--- config.mk ---
export PLATFORM = sky130hd
export DESIGN_NAME = dptr_bank
export DESIGN_NICKNAME = d
export VERILOG_FILES = /design/src/rtl/dptr_pkg.sv /design/src/rtl/dptr_ctl.sv /design/src/rtl/dptr_slot.sv /design/src/rtl/dptr_rdmux.sv /design/src/rtl/dptr_bank.sv
export SDC_FILE = /design/constraint.sdc
export NUM_CORES = 1
export LEC_CHECK = 0
export CORE_ASPECT_RATIO = 0.75
export CORE_MARGIN = 3
export CORE_UTILIZATION = 50
export DETAILED_ROUTE_END_ITERATION = 12
export PLACE_DENSITY_LB_ADDON = 0.2
export SYNTH_ARGS = -nofsm -noshare
export SYNTH_HDL_FRONTEND = slang
export SYNTH_SLANG_ARGS = --single-unit
--- constraint.sdc ---
create_clock -name clk -period 3.1 [get_ports clk]
set_input_delay 0.62 -clock clk [delete_from_list [all_inputs] [get_ports clk]]
set_output_delay 0.62 -clock clk [all_outputs]
set_load 0.01 [all_outputs]
--- src/rtl/dptr_pkg.sv ---
package dptr_pkg;
    // Bit positions inside the control byte. Software decodes these
    // positions, so they are fixed.
    localparam int PICK_BIT  = 0;
    localparam int DOWN0_BIT = 6;
    localparam int DOWN1_BIT = 7;
    localparam int NUM_PTRS  = 2;

    typedef struct packed {
        logic down1;
        logic down0;
        logic pick;
    } ctl_t;
endpackage

--- src/rtl/dptr_ctl.sv ---
module dptr_ctl
    import dptr_pkg::*;
#(
    parameter int              AW       = 8,
    parameter int              DW       = 8,
    parameter logic [AW-1:0]   CTL_ADDR = 8'h86
) (
    input  logic          clk,
    input  logic          rst_n,
    input  logic          wr_en,
    input  logic [AW-1:0] wr_addr,
    input  ctl_t          wr_fields,
    input  logic          inc,
    output ctl_t          ctl_q,
    output logic [DW-1:0] ctl_byte
);
    ctl_t ctl_d;
    logic wr_hit;

    assign wr_hit = wr_en && (wr_addr == CTL_ADDR);

    always_comb begin
        ctl_d = ctl_q;
        if (wr_hit) begin
            ctl_d = wr_fields;
        end else if (inc) begin
            // bit 1 is tied to zero, so the carry out of bit 0 is lost
            ctl_d.pick = ~ctl_q.pick;
        end
    end

    always_ff @(posedge clk) begin
        if (!rst_n) ctl_q <= '0;
        else        ctl_q <= ctl_d;
    end

    always_comb begin
        ctl_byte            = '0;
        ctl_byte[PICK_BIT]  = ctl_q.pick;
        ctl_byte[DOWN0_BIT] = ctl_q.down0;
        ctl_byte[DOWN1_BIT] = ctl_q.down1;
    end


    toggle_chk: assert property (@(posedge clk) disable iff (!rst_n)
        (inc && !wr_hit) |=> (ctl_q.pick != $past(ctl_q.pick))
                             && $stable(ctl_q.down0) && $stable(ctl_q.down1));


    ctl_write_wins_chk: assert property (@(posedge clk) disable iff (!rst_n)
        wr_hit |=> (ctl_q == $past(wr_fields)));
endmodule

--- src/rtl/dptr_slot.sv ---
module dptr_slot #(
    parameter int            AW      = 8,
    parameter int            DW      = 8,
    parameter logic [AW-1:0] LO_ADDR = 8'h82
) (
    input  logic            clk,
    input  logic            rst_n,
    input  logic            wr_en,
    input  logic [AW-1:0]   wr_addr,
    input  logic [DW-1:0]   wr_data,
    input  logic            adv,
    input  logic            down,
    output logic [2*DW-1:0] ptr_q
);
    localparam int            PW      = 2 * DW;
    localparam logic [AW-1:0] HI_ADDR = LO_ADDR + AW'(1);

    typedef struct packed {
        logic [DW-1:0] hi;
        logic [DW-1:0] lo;
    } slot_t;

    slot_t         slot_d, slot_q;
    logic          hit_lo, hit_hi, wr_hit;
    logic [PW-1:0] cur;

    assign hit_lo = wr_en && (wr_addr == LO_ADDR);
    assign hit_hi = wr_en && (wr_addr == HI_ADDR);
    assign wr_hit = hit_lo || hit_hi;
    assign cur    = slot_q;

    always_comb begin
        slot_d = slot_q;
        if (hit_lo) begin
            slot_d.lo = wr_data;
        end else if (hit_hi) begin
            slot_d.hi = wr_data;
        end else if (adv) begin
            slot_d = down ? (cur - PW'(1)) : (cur + PW'(1));
        end
    end

    always_ff @(posedge clk) begin
        if (!rst_n) slot_q <= '0;
        else        slot_q <= slot_d;
    end

    assign ptr_q = slot_q;


    step_up_chk: assert property (@(posedge clk) disable iff (!rst_n)
        (adv && !wr_hit && !down) |=> (ptr_q == PW'($past(ptr_q) + PW'(1))));


    step_down_chk: assert property (@(posedge clk) disable iff (!rst_n)
        (adv && !wr_hit && down) |=> (ptr_q == PW'($past(ptr_q) - PW'(1))));


    idle_hold_chk: assert property (@(posedge clk) disable iff (!rst_n)
        (!adv && !wr_hit) |=> $stable(ptr_q));


    lo_write_wins_chk: assert property (@(posedge clk) disable iff (!rst_n)
        hit_lo |=> (ptr_q[DW-1:0] == $past(wr_data))
                   && (ptr_q[PW-1:DW] == $past(ptr_q[PW-1:DW])));
endmodule

--- src/rtl/dptr_rdmux.sv ---
module dptr_rdmux #(
    parameter int            AW       = 8,
    parameter int            DW       = 8,
    parameter int            NP       = 2,
    parameter logic [AW-1:0] P0_ADDR  = 8'h82,
    parameter logic [AW-1:0] CTL_ADDR = 8'h86
) (
    input  logic [AW-1:0]           rd_addr,
    input  logic [NP-1:0][2*DW-1:0] ptrs,
    input  logic [DW-1:0]           ctl_byte,
    output logic [DW-1:0]           rd_data
);
    always_comb begin
        rd_data = '0;
        for (int i = 0; i < NP; i++) begin
            if (rd_addr == P0_ADDR + AW'(2 * i))
                rd_data = ptrs[i][DW-1:0];
            if (rd_addr == P0_ADDR + AW'(2 * i + 1))
                rd_data = ptrs[i][2*DW-1:DW];
        end
        if (rd_addr == CTL_ADDR)
            rd_data = ctl_byte;
    end
endmodule

--- src/rtl/dptr_bank.sv ---
module dptr_bank
    import dptr_pkg::*;
#(
    parameter int            AW       = 8,
    parameter int            DW       = 8,
    parameter logic [AW-1:0] P0_ADDR  = 8'h82,
    parameter logic [AW-1:0] CTL_ADDR = 8'h86
) (
    input  logic            clk,
    input  logic            rst_n,
    input  logic            wr_en,
    input  logic [AW-1:0]   wr_addr,
    input  logic [DW-1:0]   wr_data,
    input  logic            adv_ptr,
    input  logic            ctl_inc,
    input  logic [AW-1:0]   rd_addr,
    output logic [DW-1:0]   rd_data,
    output logic [2*DW-1:0] act_ptr
);
    localparam int PW = 2 * DW;

    ctl_t                      ctl_q;
    ctl_t                      wr_fields;
    logic [DW-1:0]             ctl_byte;
    logic [NUM_PTRS-1:0][PW-1:0] ptrs;

    always_comb begin
        wr_fields.pick  = wr_data[PICK_BIT];
        wr_fields.down0 = wr_data[DOWN0_BIT];
        wr_fields.down1 = wr_data[DOWN1_BIT];
    end

    dptr_ctl #(.AW(AW), .DW(DW), .CTL_ADDR(CTL_ADDR)) u_ctl (
        .clk       (clk),
        .rst_n     (rst_n),
        .wr_en     (wr_en),
        .wr_addr   (wr_addr),
        .wr_fields (wr_fields),
        .inc       (ctl_inc),
        .ctl_q     (ctl_q),
        .ctl_byte  (ctl_byte)
    );

    for (genvar gi = 0; gi < NUM_PTRS; gi++) begin : g_slot
        logic slot_adv;
        logic slot_down;
        assign slot_adv = adv_ptr && (ctl_q.pick == 1'(gi));
        if (gi == 0) begin : g_dir0
            assign slot_down = ctl_q.down0;
        end else begin : g_dir1
            assign slot_down = ctl_q.down1;
        end
        dptr_slot #(.AW(AW), .DW(DW), .LO_ADDR(P0_ADDR + AW'(2 * gi))) u_slot (
            .clk     (clk),
            .rst_n   (rst_n),
            .wr_en   (wr_en),
            .wr_addr (wr_addr),
            .wr_data (wr_data),
            .adv     (slot_adv),
            .down    (slot_down),
            .ptr_q   (ptrs[gi])
        );
    end

    dptr_rdmux #(.AW(AW), .DW(DW), .NP(NUM_PTRS),
                 .P0_ADDR(P0_ADDR), .CTL_ADDR(CTL_ADDR)) u_rd (
        .rd_addr  (rd_addr),
        .ptrs     (ptrs),
        .ctl_byte (ctl_byte),
        .rd_data  (rd_data)
    );

    assign act_ptr = ptrs[ctl_q.pick];


    reserved_zero_chk: assert property (@(posedge clk) disable iff (!rst_n)
        (rd_addr == CTL_ADDR) |-> (rd_data[5:1] == '0));


    old_pick_chk: assert property (@(posedge clk) disable iff (!rst_n)
        (adv_ptr && !wr_en && !ctl_q.pick) |=> $stable(ptrs[1]));
endmodule

==> run_results.csv <==
group,metric,value,unit
run_status,status,"completed",
critical_path,critPathArrivalTime,2.38,ns
die,rows,25,
final_layout,multiInputGateArea,2653,um2
critical_path,path_class,"input pin to primary output",
pwr,power,1054,uW
cts,cts_tree,"done",
timing,maxSlewViolCount,0,
timing,period_minus_slack,3.003,ns
die,start_util,53.08,%
yosys,ys_types,69,
detailed_routing,routed-via-count,3487,
final_layout,area_delta_synth_final,22.79,%
critical_path,slowest_delay,0.49,ns
global_route,grt_pass1_vias,3329,
pwr,power_density,248.5,nW/um2
yosys,syn_nets,469,
detailed_routing,routedWlPerCell,18.54,um
timing,fin_worst_skew,0.005819,ns
global_route,overflow,0,
placed_design,place_hpwl,8.141,mm
yosys,synth_cells,410,
cts,cts_buffer_depth,2,
critical_path,rr_endpoint,"g_slot[0].u_slot.ptr_q[15]",
critical_path,critical-path-top-delay-family,"buffers and inverters",
critical_path,r2r_slack,0.36,ns
detailed_routing,ant_nets,0,
critical_path,reg2reg_from,"u_ctl.ctl_byte[6]",
die,dieArea,7950,um2
worst_hold_path,min_from,"g_slot[0].u_slot.ptr_q[10]",
critical_path,worst_setup_path_end_kind,"primary output",
timing,fmax,333.0,MHz
yosys,synth_compound_area_share,30.33,%
cts,numCtsBuffers,5,
global_route,grtUsageTotal,27.07,%
yosys,synth_edf_count,0,
yosys,synth_top_area_share,20.29,%
yosys,yosys_warnings,0,
critical_path,cp_max_fo,6,
global_route,antenna_found_initial,0,
yosys,synth_area_per_cell,8.423,um2
die,num_io_pins,53,
yosys,ys_seq_area_share,20.29,%
timing,post-route-period-util,96.87,%
pwr,vdd_drop_max,161.4,uV
final_layout,fill_cells,579,
critical_path,path_common_cell,"buf_4",
yosys,async_reset_ff_share,0,%
detailed_routing,first_pass_iters,5,
cts,insertion_delay,0.29,ns
placed_design,port-buffer-count,52,
yosys,synth_seq_cells,35,
timing,tns,0,ns
placed_design,finalWeightedCongestion,0.8725,
die,fp.coreArea,6506,um2
timing,rsz0062_at_grt,"false",
yosys,synth_top_flop_cell,"dfxtp_1",
final_layout,final_common_cell,"clkdlybuf4s50_1",
cts,cts_num_sinks,35,
global_route,grt_max_degree,28,
yosys,synthMuxAreaShare,9.058,%
pwr,leakage,0.001876,uW
die,die_w,102.0,um
timing,worst_pin_slew,0.8305,ns
final_layout,nets,537,
timing,slew_headroom,44.56,%
detailed_routing,routed_wl,10.39,mm
worst_hold_path,whs_path_depth,2,
final_layout,final_cell_mix,"clkdlybuf4s50_1 (44), nand2_1 (39), a21oi_1 (36), dfxtp_1 (35), ha_1 (28)",
final_layout,drive_gt1_share,15.87,%
critical_path,cp-startpoint,"rd_addr[1]",
die,chipHeight,77.97,um
worst_hold_path,hold_end,"g_slot[0].u_slot.ptr_q[10]",
cts,htreeDepth,2,
detailed_routing,avgViaCountPerCell,6.227,
critical_path,worstPathRequired,2.48,ns
yosys,yosys.area_share.simple,19.86,%
cts,cts_root_buf,"clkbuf_8",
critical_path,cpMaxStageDelayCell,"clkdlybuf4s50_1",
worst_hold_path,hold_class,"flop to flop",
placed_design,post-place-ws,-0.3964,ns
yosys,synth_xor_area_share,6.087,%
job,cap_violations,0,
yosys,yosys.area.top_type,"dfxtp_1",
yosys,yosys.area_share.adder,11.30,%
final_layout,seq_area,700.7,um2
critical_path,cp-start-kind,"input pin",
yosys,syn_area,3453,um2
final_layout,utilization,65.17,%
detailed_routing,drcViolationCount,0,
cts,cts.clk_slew.worst_paths,0.07,ns
critical_path,reg2regPathDepth,8,
yosys,synth_top_family_by_area,"compound AO/OA/AOI/OAI gates",
cts,cts-hold-fix-buffers,0,
timing,setup_ws,0.09697,ns
critical_path,critPathBufInv,4,
global_route,grt_pass1_wl,17.07,mm
yosys,synthTopCellsByArea,"dfxtp_1 (20%), ha_1 (10%), mux2_2 (5.9%)",
timing,hold_violations,0,
detailed_routing,drtIter0Drc,205,
final_layout,n_antenna_cell,0,
critical_path,path_cells,"clkdlybuf4s50_1, or3b_2, nor2_1, buf_4, buf_4, a22oi_1, nand2_1, clkdlybuf4s15_1",
timing,setup_viol,0,
-- cells in the mapped netlist (all sizes together), types with 2 or more instances --
library cell	number
mux2i	11
nand3b	6
a21boi	7
a221oi	5
a211oi	5
mux2	18
xor2	9
nand3	12
o21ai	17
nor4	2
a31oi	4
a22oi	19
o21bai	4
inv	9
and3	3
xnor2	15
and2	2
o221ai	7
o211a	7
nand2	40
nor2b	9
a21oi	36
dfxtp	35
fa	2
nand4	2
a21o	12
or3	2
clkbuf	8
o21a	4
o311a	2
buf	7
o211ai	7
nand2b	4
or2	3
o31ai	3
a22o	3
nor2	22
nor3	5
ha	28
-- report_power, final --
group,switching [uW],internal [uW]
clock network,177,158
registers,30.5,463
logic,111,114
total,318,735
-- worst register-to-register path, stage by stage (launching register included) --
cell and delay, ns:
dfxtp_1 0.86, ha_1 0.35, o211ai_1 0.12, o211ai_1 0.28
nand3b_1 0.14, a2111oi_1 0.48, nor3_2 0.12, xor2_1 0.17
a21oi_1 0.16
-- per-stage QoR --
step	hold WS, ns	cells	instance area (um2)
after floorplan	0.4794	410	3453
after global placement	0.5240	552	4183
after detailed placement	0.5319	552	4183
after CTS	0.5404	560	4262
after global routing	0.5974	560	4240
final	0.5336	560	4240
-- final cells by class --
class | instances | share of cell area (%)
Clock inverter | 1 | 0.1180
Sequential cell | 35 | 16.52
Inverter | 9 | 0.7967
Timing Repair Buffer | 76 | 15.82
Clock buffer | 7 | 1.800
Tap cell | 81 | 2.390
Multi-Input combinational cell | 351 | 62.56
-- layer usage --
layer / vias up / wire length [um] / GRT usage [%]
met3: 14 / 985 / 5.930
met1: 1615 / 4898 / 40.41
met2: 159 / 4399 / 39.88
met4: 0 / 102 / 4.980
li1: 1699 / - / -
met5: - / 0 / 0
-- state kept, by name, indices dropped and copies added, names as in the netlist --
name and cells:
g_slot.u_slot.ptr_q 32, u_ctl.ctl_byte 3
-- worst max-delay path by stage --
stage | cells past startpoint | to
2_1_floorplan | 6 | rd_data[0]
3_3_place_gp | 9 | rd_data[0]
3_5_place_dp | 9 | rd_data[0]
4_1_cts | 8 | rd_data[0]
5_1_grt | 8 | rd_data[3]
6_report | 8 | rd_data[5]
-- cell families (layout without fill, tap and decap cells) --
| kind of cell | count (synthesis) | after routing |
|---|---|---|
| compound gates | 147 | 147 |
| simple gates | 121 | 121 |
| flops | 35 | 35 |
| fa+ha+maj | 30 | 30 |
| mux | 29 | 29 |
| xor+xnor | 24 | 24 |
| buf+inv | 24 | 93 |
-- timing repair --
action	in CTS	in global routing
setup endpoints to repair	8	8
pin swaps	0	0
resized for setup	10	13
setup buffers	0	0
Power figures use the tool's default switching activity.
